===== src/rtl/sce_pkg.sv =====
package sce_pkg;
  localparam int NWORD   = 4;
  localparam int WORD_W  = 32;
  localparam int WDATA_W = NWORD * WORD_W;
  localparam int KEEP_N  = NWORD * (WORD_W / 8);

  typedef enum logic [2:0] {
    PH_IDLE = 3'd0,
    PH_OPC  = 3'd1,
    PH_ADR  = 3'd2,
    PH_WR   = 3'd3,
    PH_DMY  = 3'd4,
    PH_RD   = 3'd5,
    PH_FIN  = 3'd6
  } phase_e;

  typedef struct packed {
    logic       opc_en;
    logic [2:0] adr_n;
    logic [4:0] wr_n;
    logic [2:0] dmy_n;
    logic [4:0] rd_n;
    logic [1:0] dbw;
  } shape_t;

  function automatic shape_t decode_shape(logic [31:0] cfg);
    shape_t s;
    s.opc_en = cfg[10];
    s.adr_n  = (cfg[13:11] > 3'd4) ? 3'd4 : cfg[13:11];
    s.wr_n   = cfg[20:16];
    s.dmy_n  = cfg[23:21];
    s.rd_n   = cfg[28:24];
    s.dbw    = cfg[7:6];
    return s;
  endfunction
endpackage


===== src/rtl/sce_seq.sv =====
module sce_seq
  import sce_pkg::*;
(
  input  logic       clk,
  input  logic       rst_n,
  input  logic       start_i,
  input  shape_t     live_i,
  input  shape_t     job_i,
  input  logic       ack_i,
  output phase_e     phase_o,
  output logic [4:0] idx_o,
  output logic [2:0] grp_o
);
  phase_e     ph_q, ph_d;
  logic [4:0] idx_q, idx_d;
  logic [2:0] grp_q, grp_d;
  logic [2:0] last_grp;
  logic       byte_end;

  function automatic logic [4:0] plen(phase_e p, shape_t s);
    logic [4:0] n;
    unique case (p)
      PH_OPC:  n = {4'd0, s.opc_en};
      PH_ADR:  n = {2'd0, s.adr_n};
      PH_WR:   n = s.wr_n;
      PH_DMY:  n = {2'd0, s.dmy_n};
      PH_RD:   n = s.rd_n;
      default: n = 5'd0;
    endcase
    return n;
  endfunction

  function automatic phase_e next_after(phase_e p, shape_t s);
    phase_e r;
    logic   hit;
    r   = PH_FIN;
    hit = 1'b0;
    for (int k = 1; k <= 5; k++) begin
      if (!hit && (k > int'(p)) && (plen(phase_e'(k), s) != 5'd0)) begin
        r   = phase_e'(k);
        hit = 1'b1;
      end
    end
    return r;
  endfunction

  assign last_grp = 3'd7 >> job_i.dbw;
  assign byte_end = (ph_q != PH_DMY) || (grp_q == last_grp);

  always_comb begin
    ph_d  = ph_q;
    idx_d = idx_q;
    grp_d = grp_q;
    unique case (ph_q)
      PH_IDLE: begin
        if (start_i) begin
          ph_d  = next_after(PH_IDLE, live_i);
          idx_d = 5'd0;
          grp_d = 3'd0;
        end
      end
      PH_FIN: ph_d = PH_IDLE;
      default: begin
        if (ack_i) begin
          if (!byte_end) begin
            grp_d = grp_q + 3'd1;
          end else begin
            grp_d = 3'd0;
            if (({1'b0, idx_q} + 6'd1) < {1'b0, plen(ph_q, job_i)}) begin
              idx_d = idx_q + 5'd1;
            end else begin
              idx_d = 5'd0;
              ph_d  = next_after(ph_q, job_i);
            end
          end
        end
      end
    endcase
  end

  always_ff @(posedge clk or negedge rst_n) begin
    if (!rst_n) begin
      ph_q  <= PH_IDLE;
      idx_q <= 5'd0;
      grp_q <= 3'd0;
    end else begin
      ph_q  <= ph_d;
      idx_q <= idx_d;
      grp_q <= grp_d;
    end
  end

  assign phase_o = ph_q;
  assign idx_o   = idx_q;
  assign grp_o   = grp_q;

  // phases only move forward within a transaction
  p_phase_order_r9: assert property (@(posedge clk) disable iff (!rst_n)
    (ph_q != PH_IDLE && $past(ph_q) != PH_IDLE) |-> (ph_q >= $past(ph_q)));

  // no progress without an acknowledge
  p_wait_ack_r9: assert property (@(posedge clk) disable iff (!rst_n)
    (ph_q != PH_IDLE && ph_q != PH_FIN && !ack_i)
      |=> ($stable(ph_q) && $stable(idx_q) && $stable(grp_q)));
endmodule


===== src/rtl/sce_txmux.sv =====
module sce_txmux
  import sce_pkg::*;
(
  input  phase_e             phase_i,
  input  logic [4:0]         idx_i,
  input  logic [2:0]         grp_i,
  input  logic [2:0]         adr_n_i,
  input  logic [1:0]         dbw_i,
  input  logic [31:0]        cmd_i,
  input  logic [31:0]        addr_i,
  input  logic [WDATA_W-1:0] wdata_i,
  output logic [7:0]         data_o,
  output logic [3:0]         len_o
);
  localparam logic [4:0] REUSE_FROM = 5'(KEEP_N);
  localparam logic [1:0] LAST_WORD  = 2'(NWORD - 1);

  logic [2:0] adr_sel;
  logic [1:0] wr_word;
  logic [7:0] dmy_src;
  logic [2:0] dmy_shamt;
  logic [7:0] dmy_mask;

  always_comb begin
    adr_sel   = adr_n_i - 3'd1 - idx_i[2:0];
    wr_word   = (idx_i >= REUSE_FROM) ? LAST_WORD : idx_i[3:2];
    dmy_src   = (idx_i == 5'd0) ? cmd_i[15:8] :
                (idx_i == 5'd1) ? cmd_i[23:16] : cmd_i[31:24];
    dmy_shamt = 3'(grp_i << dbw_i);
    dmy_mask  = 8'hFF >> (4'd8 - (4'd1 << dbw_i));
    data_o    = 8'h00;
    len_o     = 4'd8;
    unique case (phase_i)
      PH_OPC: data_o = cmd_i[7:0];
      PH_ADR: data_o = addr_i[{adr_sel[1:0], 3'b000} +: 8];
      PH_WR:  data_o = wdata_i[{wr_word, idx_i[1:0], 3'b000} +: 8];
      PH_DMY: begin
        len_o  = 4'd1 << dbw_i;
        data_o = (dmy_src >> dmy_shamt) & dmy_mask;
      end
      default: data_o = 8'h00;
    endcase
  end
endmodule


===== src/rtl/sce_csdec.sv =====
module sce_csdec #(
  parameter int NCS   = 2,
  parameter int DEV_W = 2
) (
  input  logic             clk,
  input  logic             rst_n,
  input  logic             en_i,
  input  logic [DEV_W-1:0] dev_i,
  output logic [NCS-1:0]   cs_n_o
);
  for (genvar c = 0; c < NCS; c++) begin : g_cs
    assign cs_n_o[c] = !(en_i && (32'(dev_i) == c));
  end

  // never more than one device selected
  p_cs_single_r7: assert property (@(posedge clk) disable iff (!rst_n)
    $countones(~cs_n_o) <= 1);
endmodule


===== src/rtl/spi_cmd_engine.sv =====
module spi_cmd_engine
  import sce_pkg::*;
#(
  parameter int NCS = 2
) (
  input  logic               clk,
  input  logic               rst_n,
  input  logic               start_i,
  input  logic [31:0]        cfg_i,
  input  logic [31:0]        cmd_i,
  input  logic [31:0]        addr_i,
  input  logic [WDATA_W-1:0] wdata_i,
  input  logic               sw_cs_i,
  input  logic [1:0]         dev_sel_i,
  output logic               busy_o,
  output logic               done_o,
  output logic               shift_valid_o,
  output logic [3:0]         shift_len_o,
  output logic [7:0]         shift_data_o,
  input  logic               shift_done_i,
  input  logic [7:0]         shift_rdata_i,
  output logic               rd_wr_o,
  output logic [1:0]         rd_word_o,
  output logic [1:0]         rd_lane_o,
  output logic [7:0]         rd_data_o,
  output logic [NCS-1:0]     cs_n_o
);
  localparam int         DEV_W    = 2;
  localparam logic [4:0] KEEP_LIM = 5'(KEEP_N);

  // reset: asserted asynchronously, released on a clock edge
  logic rst_meta_q, rst_sync_q;
  always_ff @(posedge clk or negedge rst_n) begin
    if (!rst_n) begin
      rst_meta_q <= 1'b0;
      rst_sync_q <= 1'b0;
    end else begin
      rst_meta_q <= 1'b1;
      rst_sync_q <= rst_meta_q;
    end
  end

  phase_e       phase;
  logic [4:0]   idx;
  logic [2:0]   grp;
  logic         load;
  shape_t       live_shape, job_q;
  logic [31:0]  cmd_q, addr_q;
  logic [WDATA_W-1:0] wdata_q;
  logic         swcs_q;
  logic [DEV_W-1:0] dev_q;
  logic         wb_we_d, wb_we_q;
  logic [1:0]   wb_word_q, wb_lane_q;
  logic [7:0]   wb_data_q;

  assign live_shape = decode_shape(cfg_i);
  assign load       = start_i && (phase == PH_IDLE);

  always_ff @(posedge clk or negedge rst_sync_q) begin
    if (!rst_sync_q) begin
      job_q   <= '0;
      cmd_q   <= '0;
      addr_q  <= '0;
      wdata_q <= '0;
      swcs_q  <= 1'b0;
      dev_q   <= '0;
    end else if (load) begin
      job_q   <= live_shape;
      cmd_q   <= cmd_i;
      addr_q  <= addr_i;
      wdata_q <= wdata_i;
      swcs_q  <= sw_cs_i;
      dev_q   <= dev_sel_i;
    end
  end

  sce_seq i_seq (
    .clk     (clk),
    .rst_n   (rst_sync_q),
    .start_i (start_i),
    .live_i  (live_shape),
    .job_i   (job_q),
    .ack_i   (shift_done_i),
    .phase_o (phase),
    .idx_o   (idx),
    .grp_o   (grp)
  );

  sce_txmux i_txmux (
    .phase_i (phase),
    .idx_i   (idx),
    .grp_i   (grp),
    .adr_n_i (job_q.adr_n),
    .dbw_i   (job_q.dbw),
    .cmd_i   (cmd_q),
    .addr_i  (addr_q),
    .wdata_i (wdata_q),
    .data_o  (shift_data_o),
    .len_o   (shift_len_o)
  );

  assign busy_o        = (phase != PH_IDLE);
  assign done_o        = (phase == PH_FIN);
  assign shift_valid_o = (phase != PH_IDLE) && (phase != PH_FIN);

  sce_csdec #(.NCS(NCS), .DEV_W(DEV_W)) i_csdec (
    .clk    (clk),
    .rst_n  (rst_sync_q),
    .en_i   (shift_valid_o && swcs_q),
    .dev_i  (dev_q),
    .cs_n_o (cs_n_o)
  );

  // read-data write-back, one cycle after the acknowledge
  assign wb_we_d = shift_done_i && (phase == PH_RD) && (idx < KEEP_LIM);

  always_ff @(posedge clk or negedge rst_sync_q) begin
    if (!rst_sync_q) begin
      wb_we_q   <= 1'b0;
      wb_word_q <= 2'd0;
      wb_lane_q <= 2'd0;
      wb_data_q <= 8'd0;
    end else begin
      wb_we_q <= wb_we_d;
      if (wb_we_d) begin
        wb_word_q <= idx[3:2];
        wb_lane_q <= idx[1:0];
        wb_data_q <= shift_rdata_i;
      end
    end
  end

  assign rd_wr_o   = wb_we_q;
  assign rd_word_o = wb_word_q;
  assign rd_lane_o = wb_lane_q;
  assign rd_data_o = wb_data_q;

  // completion is followed by idle
  p_done_idle_r8: assert property (@(posedge clk) disable iff (!rst_sync_q)
    done_o |=> !busy_o);

  // no select outside the shifting window
  p_cs_quiet_r7: assert property (@(posedge clk) disable iff (!rst_sync_q)
    !shift_valid_o |-> (&cs_n_o));

  // a pending item is held until acknowledged
  p_item_hold_r9: assert property (@(posedge clk) disable iff (!rst_sync_q)
    (shift_valid_o && !shift_done_i)
      |=> (shift_valid_o && $stable(shift_data_o) && $stable(shift_len_o)));

  // legal group width, no bits above it
  p_group_fit_r4: assert property (@(posedge clk) disable iff (!rst_sync_q)
    shift_valid_o |-> ($onehot(shift_len_o) && ((16'(shift_data_o) >> shift_len_o) == 16'd0)));

  // captured transaction is frozen while busy
  p_job_frozen_r10: assert property (@(posedge clk) disable iff (!rst_sync_q)
    (busy_o && $past(busy_o)) |-> ($stable(job_q) && $stable(cmd_q) && $stable(dev_q)));
endmodule


===== config.mk =====
export PLATFORM = sky130hd
export DESIGN_NAME = spi_cmd_engine
export DESIGN_NICKNAME = d
export VERILOG_FILES = /design/src/rtl/sce_pkg.sv /design/src/rtl/sce_seq.sv /design/src/rtl/sce_txmux.sv /design/src/rtl/sce_csdec.sv /design/src/rtl/spi_cmd_engine.sv
export SDC_FILE = /design/constraint.sdc
export NUM_CORES = 1
export LEC_CHECK = 0
export BUFFER_PORTS_ARGS = -buffer_cell sky130_fd_sc_hd__buf_2
export CORE_MARGIN = 2
export CORE_UTILIZATION = 55
export DETAILED_ROUTE_END_ITERATION = 8
export PLACE_DENSITY = 0.81
export SLEW_MARGIN = 20
export SYNTH_ARGS = -nofsm -noshare
export SYNTH_HDL_FRONTEND = slang
export SYNTH_SLANG_ARGS = --single-unit

===== constraint.sdc =====
create_clock -name clk -period 9.9 [get_ports clk]
set_clock_uncertainty 0.2 [all_clocks]
set_input_delay 1.485 -clock clk [delete_from_list [all_inputs] [get_ports clk]]
set_output_delay 1.485 -clock clk [all_outputs]
set_load 0.1 [all_outputs]

Yosys cells after proc, flatten, opt, wreduce, memory -nomap -nowiden
Cells that the tools add are included.
{"block": "totals", "out_inout_bits": 30, "in_bits": 239, "reg_bits": 240}
{"block": "classes", "n_mux": 96, "n_bitwise": 2, "n_addsub": 6, "reduce_logical": 53, "n_eq_ne": 13, "magnitude_cmp": 9, "n_shift": 7}
{"operator": "5-bit two-way mux", "count": 37}
{"operator": "128-bit by 8-bit variable part select with 8-bit output", "count": 1}
{"operator": "3-bit two-way mux", "count": 18}
{"operator": "5-bit nonzero test", "count": 10}
{"operator": "1-bit two-way mux", "count": 32}
{"operator": "8-bit one-hot mux with 4 select lines", "count": 1}
{"operator": "32-bit by 6-bit variable part select with 8-bit output", "count": 1}
{"operator": "5-bit one-hot mux with 5 select lines", "count": 1}
{"operator": "1-bit logical AND", "count": 20}
{"operator": "8-bit two-way mux", "count": 2}
{"operator": "3-bit one-hot mux with 2 select lines", "count": 2}
{"operator": "1-bit zero test", "count": 10}
{"operator": "5-bit one-hot mux with 2 select lines", "count": 1}
{"operator": "3-bit == test, second input constant", "count": 3}
{"operator": "3-bit inequality test, second input constant", "count": 3}
{"operator": "3-bit nonzero test", "count": 3}
{"operator": "8-bit AND", "count": 1}
{"operator": "4-bit AND reduction", "count": 2}
{"operator": "8-bit by 3-bit >> shifter with 8-bit output", "count": 1}
{"operator": "8-bit by 4-bit >> shifter with 8-bit output, first input constant", "count": 1}
{"operator": "5-bit by 1-bit adder with 6-bit output, second input constant", "count": 1}
{"operator": "3-bit by 2-bit == test with 1-bit output, second input constant", "count": 2}
{"operator": "2-bit by 3-bit > comparator with 1-bit output, first input constant", "count": 2}
{"operator": "3-bit > comparator, first input constant", "count": 2}
{"operator": "other kinds (28)", "count": 29}

Depth between registers and ports, before layout
Gate-level depths: netlist of run 1.
{"block": "depth", "depth_word": 50, "ltp_mapped": 15, "depth_no_buf": 13}

Hierarchy
From an unflattened synthesis of run 1, not the netlist that was laid out.
{"block": "unflattened", "hier_cells": 854, "area_unflattened_um2": 12294.3}
{"mod": "spi_cmd_engine", "cells_each": 493, "seq_area_each_um2": 5730.5, "area_each_um2": 9080.0, "instances": 1}
{"mod": "sce_txmux", "cells_each": 207, "seq_area_each_um2": 0.0, "area_each_um2": 1960.6, "instances": 1}
{"mod": "sce_seq", "cells_each": 152, "seq_area_each_um2": 275.3, "area_each_um2": 1237.4, "instances": 1}
{"mod": "sce_csdec", "cells_each": 2, "seq_area_each_um2": 0.0, "area_each_um2": 16.3, "instances": 1}

Least setup slack after synthesis of run 1
OpenSTA, ideal clock, no wires.
{"block": "synth_path", "path_kind": "flip-flop to output port", "start": "reg i_seq.idx_q[0] (netlist: i_seq.idx_o[0])", "end": "out shift_data_o[2]", "arrival_ps": 4037, "stages_incl_launch_ff": 10, "setup_slack_ps": 4178, "path_buffers": 3, "required_ps": 8215, "path_cell_list": "dfrtp_1 buf_6 buf_6 buf_2 inv_1 ha_1 nor4b_2 nor3_1 nor3_1 o311ai_1"}
{"block": "synth_between", "elab_chain_cells": 6, "word_cells_on_any_way": 12}
{"element": "start: declaration", "line_no": "sce_seq.sv:15", "rtl": "logic [4:0] idx_q, idx_d;"}
{"element": "start signal: assignment", "line_no": "sce_seq.sv:88", "rtl": "idx_q <= idx_d;"}
{"element": "parallel branches: the longest is 5 deep, another holds 5-bit >= comparator"}
{"element": "8-bit one-hot mux with 4 select lines (*)", "line_no": "sce_txmux.sv:33", "rtl": "unique case (phase_i)"}
{"element": "end: declaration", "line_no": "spi_cmd_engine.sv:19", "rtl": "output logic [7:0] shift_data_o,"}
Every way passes the cells marked *.

Worst setup path after layout of run 1
{"block": "layout_path", "start": "reg i_seq.idx_q[0] (netlist: i_seq.idx_o[0])", "end": "out shift_data_o[6]"}
Same word-level chain as after synthesis.

==> results of run 1 <==
logic make-up (layout without fill, tap and decap cells):
family                   Yosys count  after routing  synth area share
XOR/XNOR                           5              5           0.00369
multiplexers                      66             66             0.103
adder cells (fa/ha/maj)           11             11            0.0116
other                              1              1          0.000316
AO/OA/AOI/OAI                    104            104            0.0603
buffers and inverters             93            323            0.0363
AND/OR/NAND/NOR                  815            815             0.279
flip-flops                       240            240             0.506
synthesized netlist by cell type (all sizes together) (5+ instances only):
cell type	count	area (um^2)
clkbuf	46	173
a31oi	5	31.3
nor3	14	75.1
mux2	7	82.6
mux2i	17	170
nand2	712	2670
o21ai	27	135
ha	11	138
nor2b	8	50.1
a22o	10	87.6
nor2	24	95.1
nand3	14	75.1
inv	11	41.3
dfrtp	240	6010
nand4	5	31.3
o211ai	8	60.1
buf	36	216
a21oi	21	116
mux4	42	972
how the worst max path moves through the flow:
stage / startpoint / depth (start not counted) / end / slack (ps)
final: i_seq.idx_o[0] / 9 / shift_data_o[6] / 4020
after global routing: i_seq.idx_o[0] / 9 / shift_data_o[6] / 3820
after CTS: i_seq.idx_o[0] / 9 / shift_data_o[6] / 3950
after detailed placement: i_seq.idx_o[0] / 9 / shift_data_o[6] / 4540
after global placement: i_seq.idx_o[0] / 9 / shift_data_o[6] / 4550
after floorplan: rst_sync_q / 0 / addr_q[0] / 2520
registers in the layout, indices dropped and copies added, names as in the netlist:
register       cells
dev_q              2
swcs_q             1
rd_data_o          8
i_seq.phase_o      3
i_seq.grp_o        3
rst_sync_q         1
addr_q            32
rst_meta_q         1
wdata_q          128
job_q             19
rd_lane_o          2
rd_word_o          2
i_seq.idx_o        5
rd_wr_o            1
cmd_q             32
worst max-delay path, stage by stage (launching register included):
cell	delay, ps
dfrtp_2	340
buf_4	600
inv_1	210
ha_1	260
xnor2_1	130
xnor2_1	830
mux4_2	440
a22o_1	240
a221o_1	280
buf_2	300
cell usage in the layout, fill, tap and decap left out, types with 4 or more instances in the layout:
master / instances
mux4_1: 7
clkbuf_16: 26
a22o_1: 10
nand4_1: 5
o211ai_1: 8
nand2_1: 711
mux2i_1: 17
buf_2: 255
ha_1: 11
buf_4: 9
clkbuf_8: 4
clkinvlp_4: 5
mux2_2: 6
nor2b_1: 8
a31oi_1: 5
dfrtp_1: 237
clkbuf_1: 4
nand3_1: 13
mux4_2: 35
o21ai_0: 25
nor3_1: 13
nor2_1: 22
a21oi_1: 20
inv_1: 11
layer usage:
metal	vias up	track usage	routed length [um]
met3	62	0.0515	2260
li1	4803	-	-
met1	4801	0.405	13800
met2	389	0.444	15100
met5	-	0	0
met4	0	0.0804	933
power by group through the flow:
stage	Clock (mW)	Sequential [mW]	Combinational [mW]
floorplan	0	1.73	1.49
global placement	0	1.70	1.95
detailed placement	0	1.73	1.99
CTS	1.02	1.72	2.01
global route	1.06	1.77	2.19
finish	1.00	1.72	2.00
through the flow:
step           cells  utilization  hold WS (ps)  area [um^2]  worst slack (ps)
6_report        1840        0.669           156        14100              4020
5_1_grt         1840        0.669           171        14100              3820
4_1_cts         1839        0.668           160        14100              3950
3_5_place_dp    1792        0.625           146        13200              4540
3_3_place_gp    1792        0.625           136        13200              4550
2_1_floorplan   1335            -           131        11900              2520
final cells by class:
cell class                      count  area share
Clock buffer                       34      0.0511
Clock inverter                     13      0.0129
Inverter                           11     0.00293
Multi-Input combinational cell   1002       0.386
Sequential cell                   240       0.426
Tap cell                          275      0.0244
Timing Repair Buffer              265      0.0967
==> impl_metrics.json, run 1 <==
{
  "final.period_utilization": 0.594,
  "cts_root_buf": "clkbuf_16",
  "grt.overflow.total": 0,
  "finalWirelength_um": 32100,
  "cts-hold-fix-buffers": 0,
  "pwr-share-clk": 0.212,
  "arrival_ps": 4200,
  "async_flop_share": 1.00,
  "grt.total_usage": 0.282,
  "initial_core_util": 0.563,
  "worstMarginPinSlew_ps": 1060,
  "filler_cell_count": 1738,
  "grt_max_degree": 116,
  "intPower_mw": 2.70,
  "multiInputGateArea_um2": 5440,
  "ys_warn_count": 0,
  "setup_viol": 0,
  "hold_start": "rst_meta_q",
  "grt_pass1_vias": 9684,
  "viasPerCell": 5.46,
  "vdd_drop_max_uv": 249,
  "cts-resized-gates": 0,
  "p_leak_nw": 7.41,
  "cp_max_fo": 39,
  "postRouteAntennaNets": 0,
  "synth-edff-count": 0,
  "status": "complete, no violations",
  "synth_ff_type": "dfrtp_1",
  "switching_share": 0.430,
  "num_rows": 53,
  "critical_path_class": "flop to output pin",
  "htreeDepth": 1,
  "clk_latency_ps": 550,
  "cts_buffers": 26,
  "diodes": 0,
  "fin_crit_ps": 5880,
  "synth_area_um2": 11900,
  "cellPowerDensity_nw_per_um2": 335,
  "power_switching_mw": 2.03,
  "rr_endpoint": "wdata_q[33]",
  "relSlewSlack": 0.286,
  "cts_sinks": 240,
  "hold_path.class": "flop to flop",
  "synth_nets": 1585,
  "rsz0062_at_grt": "false",
  "portBuffers": 255,
  "syn_to_final_growth_pct": 18.9,
  "drv_cap": 0,
  "gp_routability_congestion": 0.943,
  "worst_setup_path_end_kind": "output pin",
  "clockBufferDepth": 3,
  "path_clk_slew_ps": 60,
  "io_pins": 269,
  "drc": 0,
  "r2r_setup_slack_ps": 6310,
  "crit_required_ps": 8220,
  "avgSynthCellArea_um2": 8.89,
  "die_area_um2": 22800,
  "seq_power_share": 0.364,
  "reg2regPathDepth": 6,
  "dr_total_vias": 10100,
  "fin_nets": 1796,
  "die_h_um": 151,
  "yosysSeqAreaShare": 0.506,
  "layout.area.seq_um2": 6010,
  "holdPathStages": 0,
  "core_um2": 21100,
  "hold_viol_final": 0,
  "slew_viol_final": 0,
  "drive_gt1_frac": 0.238,
  "holdPathEnd": "rst_sync_q",
  "cp-start-kind": "flop",
  "ys_types": 75,
  "grt_pass1_wl_um": 50000,
  "synth_seq_cells": 240,
  "first_pass_iters": 5,
  "postSynthCellCount": 1335,
  "setup-tns-final_ps": 0,
  "r2r-start": "i_seq.phase_o[0]",
  "cts_tree": "done",
  "detail_route.wl_per_cell_um": 17.5,
  "cts_setup_buffers": 0,
  "die_w_um": 151,
  "pwr-share-comb": 0.424,
  "fmax_mhz": 170,
  "power_mw": 4.73,
  "antenna_found_initial": 0,
  "dr.first_iter.drc_count": 689,
  "dpl.hpwl_um": 22200
}
(Power assumes the default switching activity.)
==> run 2: changes to the inputs <==
- ABC_AREA: default -> 1
- CORE_UTILIZATION: 55 -> 50
- PLACE_DENSITY: 0.81 -> 0.77
- clock period: 9.9 -> 5.33 ns (I/O delays scaled with it)
==> run 2 against run 1 <==
Compared with the run above: utilization shrank 6.0 points; non-clock buffer count increased by 2; combinational power increased by 120%; synthesized cell count rose by 18%; worst setup slack got worse by 3000 ps; hold slack worse by 13 ps; first-iteration DRC count up 30%; critical path type unchanged; largest power group unchanged.
==> impl_metrics.json, run 2 <==
{
  "dp.cells": 2081,
  "portBuffers": 255,
  "diodes": 0,
  "critical_path.max_stage_delay_ps": 460,
  "power_mw": 9.19,
  "cts_buffers": 27,
  "gp_routability_congestion": 0.876,
  "p_leak_nw": 7.48,
  "io_pins": 269,
  "fin_nets": 2042,
  "slowest_stage": "buf_4",
  "hold_path.class": "flop to async pin",
  "finalWorstSetupSlack_ps": 1000,
  "drive_gt1_frac": 0.197,
  "cts_tree": "done",
  "synthTopCellsByArea": "dfrtp_1 (50%), nand2_1 (18%), o21ai_0 (8.4%), inv_1 (4.4%), a21oi_1 (3.4%)",
  "largest_register": "wdata_q",
  "dpl.hpwl_um": 23100,
  "final_common_cell": "nand2_1",
  "postSynthCellCount": 1577,
  "initial_core_util": 0.512,
  "avgSynthCellArea_um2": 7.67,
  "ys_warn_count": 0,
  "grt_max_degree": 183,
  "crit_chain": "inv_2, buf_4, ha_1, nand2_1, nor2_2, a21oi_1, o21ai_2, nand3_1, o21ai_0, nand3_1, nand2_1, buf_2",
  "synth_area_um2": 12100,
  "postRouteAntennaNets": 0,
  "die_h_um": 160,
  "fin_crit_ps": 4330,
  "worst_setup_path_end_kind": "output pin",
  "path_clk_slew_ps": 60,
  "first_pass_iters": 5,
  "cp_max_fo": 52,
  "cellPowerDensity_nw_per_um2": 640,
  "viasPerCell": 5.19,
  "vdd_drop_max_uv": 426,
  "synthTopCellsByCount": "nand2_1 (594), dfrtp_1 (240), o21ai_0 (203)",
  "cts_setup_buffers": 0,
  "dp_slack_ps": 1610,
  "largest_reg_flops": 128,
  "synth.top_cell.area_share": 0.497,
  "grt.total_usage": 0.260,
  "clockBufferDepth": 3,
  "die_w_um": 160,
  "detail_route.wl_per_cell_um": 15.5,
  "yosysSeqAreaShare": 0.497,
  "fmax_mhz": 231,
  "synth_ff_type": "dfrtp_1",
  "finalWirelength_um": 33000,
  "htreeDepth": 1,
  "antenna_found_initial": 0,
  "cts_sinks": 240,
  "critical_path_class": "flop to output pin",
  "rsz0062_at_grt": "false",
  "relSlewSlack": 0.293,
  "setup_viol": 0,
  "yosysTopAreaCell": "dfrtp_1",
  "ys_types": 39,
  "dr.first_iter.drc_count": 898,
  "worstMarginPinSlew_ps": 1060,
  "cp-start-kind": "flop",
  "hold_viol_final": 0,
  "setup-tns-final_ps": 0,
  "synthMostInstantiatedCell": "nand2_1",
  "filler_cell_count": 2134,
  "synth_seq_cells": 240,
  "arrival_ps": 3330,
  "fin_cells": 2131,
  "drc": 0,
  "final.period_utilization": 0.811,
  "dr_total_vias": 11100,
  "slew_viol_final": 0,
  "die_area_um2": 25500,
  "drv_cap": 0,
  "async_flop_share": 1.00,
  "core_um2": 23600,
  "status": "complete, no violations",
  "synth_nets": 1827,
  "synth-edff-count": 0,
  "grt.overflow.total": 0,
  "syn_to_final_growth_pct": 18.8,
  "cts-resized-gates": 0,
  "largestRegisters": "wdata_q (128), addr_q (32), cmd_q (32)",
  "whs_ps": 143,
  "grt_pass1_wl_um": 54300,
  "cts_root_buf": "clkbuf_16",
  "clk_latency_ps": 540,
  "num_rows": 56,
  "mostFrequentLayoutCells": "nand2_1 (594), buf_2 (255), dfrtp_1 (238)",
  "crit_required_ps": 4330,
  "grt_pass1_vias": 11000
}
[run 2: layout make-up]
type                            count  area (um^2)  area share
Inverter                          156          594      0.0414
Clock buffer                       42          802      0.0558
Sequential cell                   240         6010       0.418
Clock inverter                      7         81.3     0.00566
Timing Repair Buffer              267         1390      0.0970
Multi-Input combinational cell   1100         5090       0.354
Tap cell                          319          399      0.0278
[run 2: kinds of logic (layout without fill, tap and decap cells)]
| family | after synthesis | after routing | share of synthesized area |
|---|---|---|---|
| xor gates and xnor gates | 6 | 6 | 0.00434 |
| buffers and inverters | 237 | 472 | 0.0830 |
| AOI/OAI and AO/OA | 329 | 329 | 0.146 |
| and+or+nand+nor | 753 | 753 | 0.259 |
| other | 1 | 1 | 0.000310 |
| DFF | 240 | 240 | 0.497 |
| adders and majority gates | 11 | 11 | 0.0114 |
[run 2: final timing paths]
check	slack, ps	cells after the start	from	end
setup / recovery	1000	12	i_seq.idx_o[0]	shift_data_o[3]
hold / removal	140	0	rst_sync_q	wdata_q[90]
setup reg to reg	2140	6	i_seq.phase_o[0]	wdata_q[54]
hold reg to reg	140	0	rst_sync_q	wdata_q[90]
max in group asynchronous	3410	1	rst_sync_q	wdata_q[111]
min in group clk	160	0	rst_meta_q	rst_sync_q
[run 2: through the flow]
stage	cell area (um^2)	utilization
after floorplan	12100	-
after global placement	13500	0.571
after detailed placement	13500	0.571
after CTS	14400	0.608
after global routing	14400	0.608
final	14400	0.608
[run 2: power breakdown]
part           leakage, nW  total [mW]  internal (mW)  switching [mW]
registers             2.99        3.05           2.65           0.394
logic                 4.06        4.32           1.17            3.15
clock network        0.433        1.83           1.09           0.747
[run 2: critical path, delay by kind of cell (launching register included)]
| kind | cells | cell delay, ps |
|---|---|---|
| and+or+nand+nor | 5 | 700 |
| DFF | 1 | 420 |
| AOI/OAI and AO/OA | 3 | 370 |
| adders and majority gates | 1 | 320 |
| buffers and inverters | 3 | 960 |
[run 2: what timing repair did]
action | 4_1_cts | 5_1_grt
hold endpoints to repair | 2 | 0
hold buffers | 1 | 0
setup endpoints to repair | 0 | 0
[run 2: routing by layer]
| layer | global-route usage | wire length [um] |
|---|---|---|
| met3 | 0.0352 | 2070 |
| met4 | 0.0777 | 816 |
| met2 | 0.414 | 15000 |
| met5 | 0 | 0 |
| met1 | 0.371 | 15100 |
==> run 3: changes to the inputs <==
- CORE_UTILIZATION: 50 -> 55
- PLACE_DENSITY: 0.77 -> 0.81
- clock period: 5.33 -> 4.49 ns (I/O delays scaled with it)
==> run 3 against run 2 <==
Compared with the run above: combinational power grew 24%; power rose by 20%; critical path depth did not move; count of clock-buffer cells in the layout down 6; first-iteration DRC count rose by 4.0%; flip-flop and latch count stayed put; routed wire length decreased by 2.3%; clock power rose by 13%; utilization rose by 5.5 points; sequential share of layout area down 0.091 points; critical path type unchanged; critical endpoint is now shift_data_o[5].
==> impl_metrics.json, run 3 (synthesis gave the netlist of run 2 again) <==
{
  "holdPathEnd": "wdata_q[39]",
  "crit_required_ps": 3620,
  "mostFrequentLayoutCells": "nand2_1 (594), buf_2 (247), dfrtp_1 (238)",
  "grt_pass1_vias": 10800,
  "grt_pass1_wl_um": 53300,
  "finalWirelength_um": 32200,
  "r2r-start": "i_seq.phase_o[2]",
  "fmax_mhz": 241,
  "grt_max_degree": 194,
  "critical_path_class": "flop to output pin",
  "syn_to_final_growth_pct": 19.0,
  "final_common_cell": "nand2_1",
  "largest_register": "wdata_q",
  "utilization": 0.664,
  "met1_usage": 0.402,
  "largestRegisters": "wdata_q (128), addr_q (32), cmd_q (32)",
  "arrival_ps": 3270,
  "clockBufferDepth": 3,
  "first_pass_iters": 7,
  "dpl.hpwl_um": 22600,
  "cp-start-kind": "flop",
  "hold_viol_final": 0,
  "cp_max_fo": 84,
  "largest_reg_flops": 128,
  "final.period_utilization": 0.924,
  "finalWorstSetupSlack_ps": 343,
  "die_area_um2": 23200,
  "cts_tree": "done",
  "grt.overflow.total": 0,
  "pwr-share-comb": 0.485,
  "rr_endpoint": "i_seq.phase_o[2]",
  "cts_root_buf": "clkbuf_16",
  "hold_start": "wdata_i[39]",
  "rsz0062_at_grt": "false",
  "seq_power_share": 0.327,
  "cts-resized-gates": 0,
  "cellPowerDensity_nw_per_um2": 768,
  "intPower_mw": 5.97,
  "drive_gt1_frac": 0.198,
  "fin_nets": 2041,
  "hold_path.class": "primary input to flop",
  "portBuffers": 255,
  "dr.first_iter.drc_count": 934,
  "htreeDepth": 1,
  "clk_latency_ps": 520,
  "gp_routability_congestion": 0.896,
  "pwr-share-clk": 0.187,
  "initial_core_util": 0.558,
  "detail_route.wl_per_cell_um": 15.4,
  "viasPerCell": 5.32,
  "r2r_setup_slack_ps": 1680,
  "gr-usage-met3": 0.0336,
  "path_clk_slew_ps": 60,
  "relSlewSlack": 0.389,
  "drc": 0,
  "layout.area.seq_um2": 6010,
  "setup-tns-final_ps": 0,
  "worstMarginPinSlew_ps": 917,
  "antenna_found_initial": 0,
  "postRouteAntennaNets": 0,
  "gr-max-usage-layer": "met2",
  "cts_buffers": 25,
  "cts_setup_buffers": 0,
  "dp_slack_ps": 881,
  "dp.cells": 2043,
  "multiInputGateArea_um2": 5090,
  "fin_cells": 2089,
  "grt.total_usage": 0.277,
  "die_w_um": 152,
  "use_met2": 0.443,
  "power_mw": 11.1,
  "io_pins": 269,
  "diodes": 0,
  "status": "complete, no violations",
  "worst_setup_path_end_kind": "output pin",
  "die_h_um": 152,
  "switching_share": 0.460,
  "setup_viol": 0,
  "p_leak_nw": 7.48,
  "drv_cap": 0,
  "holdPathStages": 3,
  "filler_cell_count": 1862,
  "slew_viol_final": 0,
  "core_um2": 21700,
  "cts_sinks": 240,
  "num_rows": 54,
  "fin_crit_ps": 4150,
  "vdd_drop_max_uv": 449,
  "power_switching_mw": 5.09,
  "reg2regPathDepth": 15,
  "dr_total_vias": 11100
}
-- run 3: cell count changes in the layout (fill, tap and decap cells not counted), sizes merged --
| cell | change |
|---|---|
| inv | +1 |
| clkinvlp | +1 |
| clkbuf | -6 |
| buf | +1 |
-- run 3: how the worst max path moves through the flow --
stage | cells after the start | startpoint | to
detailed placement | 12 | i_seq.idx_o[0] | shift_data_o[5]
global placement | 12 | i_seq.idx_o[0] | shift_data_o[5]
floorplan | 0 | rst_sync_q | addr_q[0]
global route | 12 | i_seq.idx_o[0] | shift_data_o[5]
CTS | 12 | i_seq.idx_o[0] | shift_data_o[5]
finish | 12 | i_seq.idx_o[0] | shift_data_o[5]
-- run 3: power groups by stage --
stage | Clock, mW | Sequential, mW | Combinational (mW)
after global routing | 2.19 | 3.73 | 5.97
final | 2.07 | 3.62 | 5.37
after CTS | 2.11 | 3.61 | 5.38
after global placement | 0 | 3.60 | 5.22
after floorplan | 0 | 3.76 | 3.77
after detailed placement | 0 | 3.64 | 5.34
-- run 3: metrics by stage --
stage / area, um^2 / hold WS [ps]
4_1_cts: 14400 / 132
5_1_grt: 14400 / 144
2_1_floorplan: 12100 / 131
3_5_place_dp: 13600 / 147
3_3_place_gp: 13600 / 139
6_report: 14400 / 146
-- run 3: area by class of cell --
cell class	instances	area share
Multi-Input combinational cell	1100	0.353
Inverter	156	0.0413
Sequential cell	240	0.417
Timing Repair Buffer	268	0.107
Clock buffer	36	0.0512
Tap cell	280	0.0243
Clock inverter	9	0.00600
-- run 3: what timing repair did --
item / in CTS / in global routing
endpoints found under the hold margin: 2 / 0
hold buffers: 1 / 0
endpoints found under the setup margin: 0 / 0
-- run 3: critical path: stages, from the launching register on --
cell      delay (ps)
dfrtp_2          360
buf_4            590
ha_1             260
inv_1             60
nor2_4           160
nand2_2          190
o211ai_1         360
nand3_1          150
nand3_1          110
nand2_1           50
nand2_1           60
nand4_1          140
buf_12           230
-- run 3: routing by layer --
metal	vias up	part of all wire
met5	-	0
met3	58	0.063
met4	0	0.025
met1	5201	0.45
met2	397	0.46
li1	5464	-
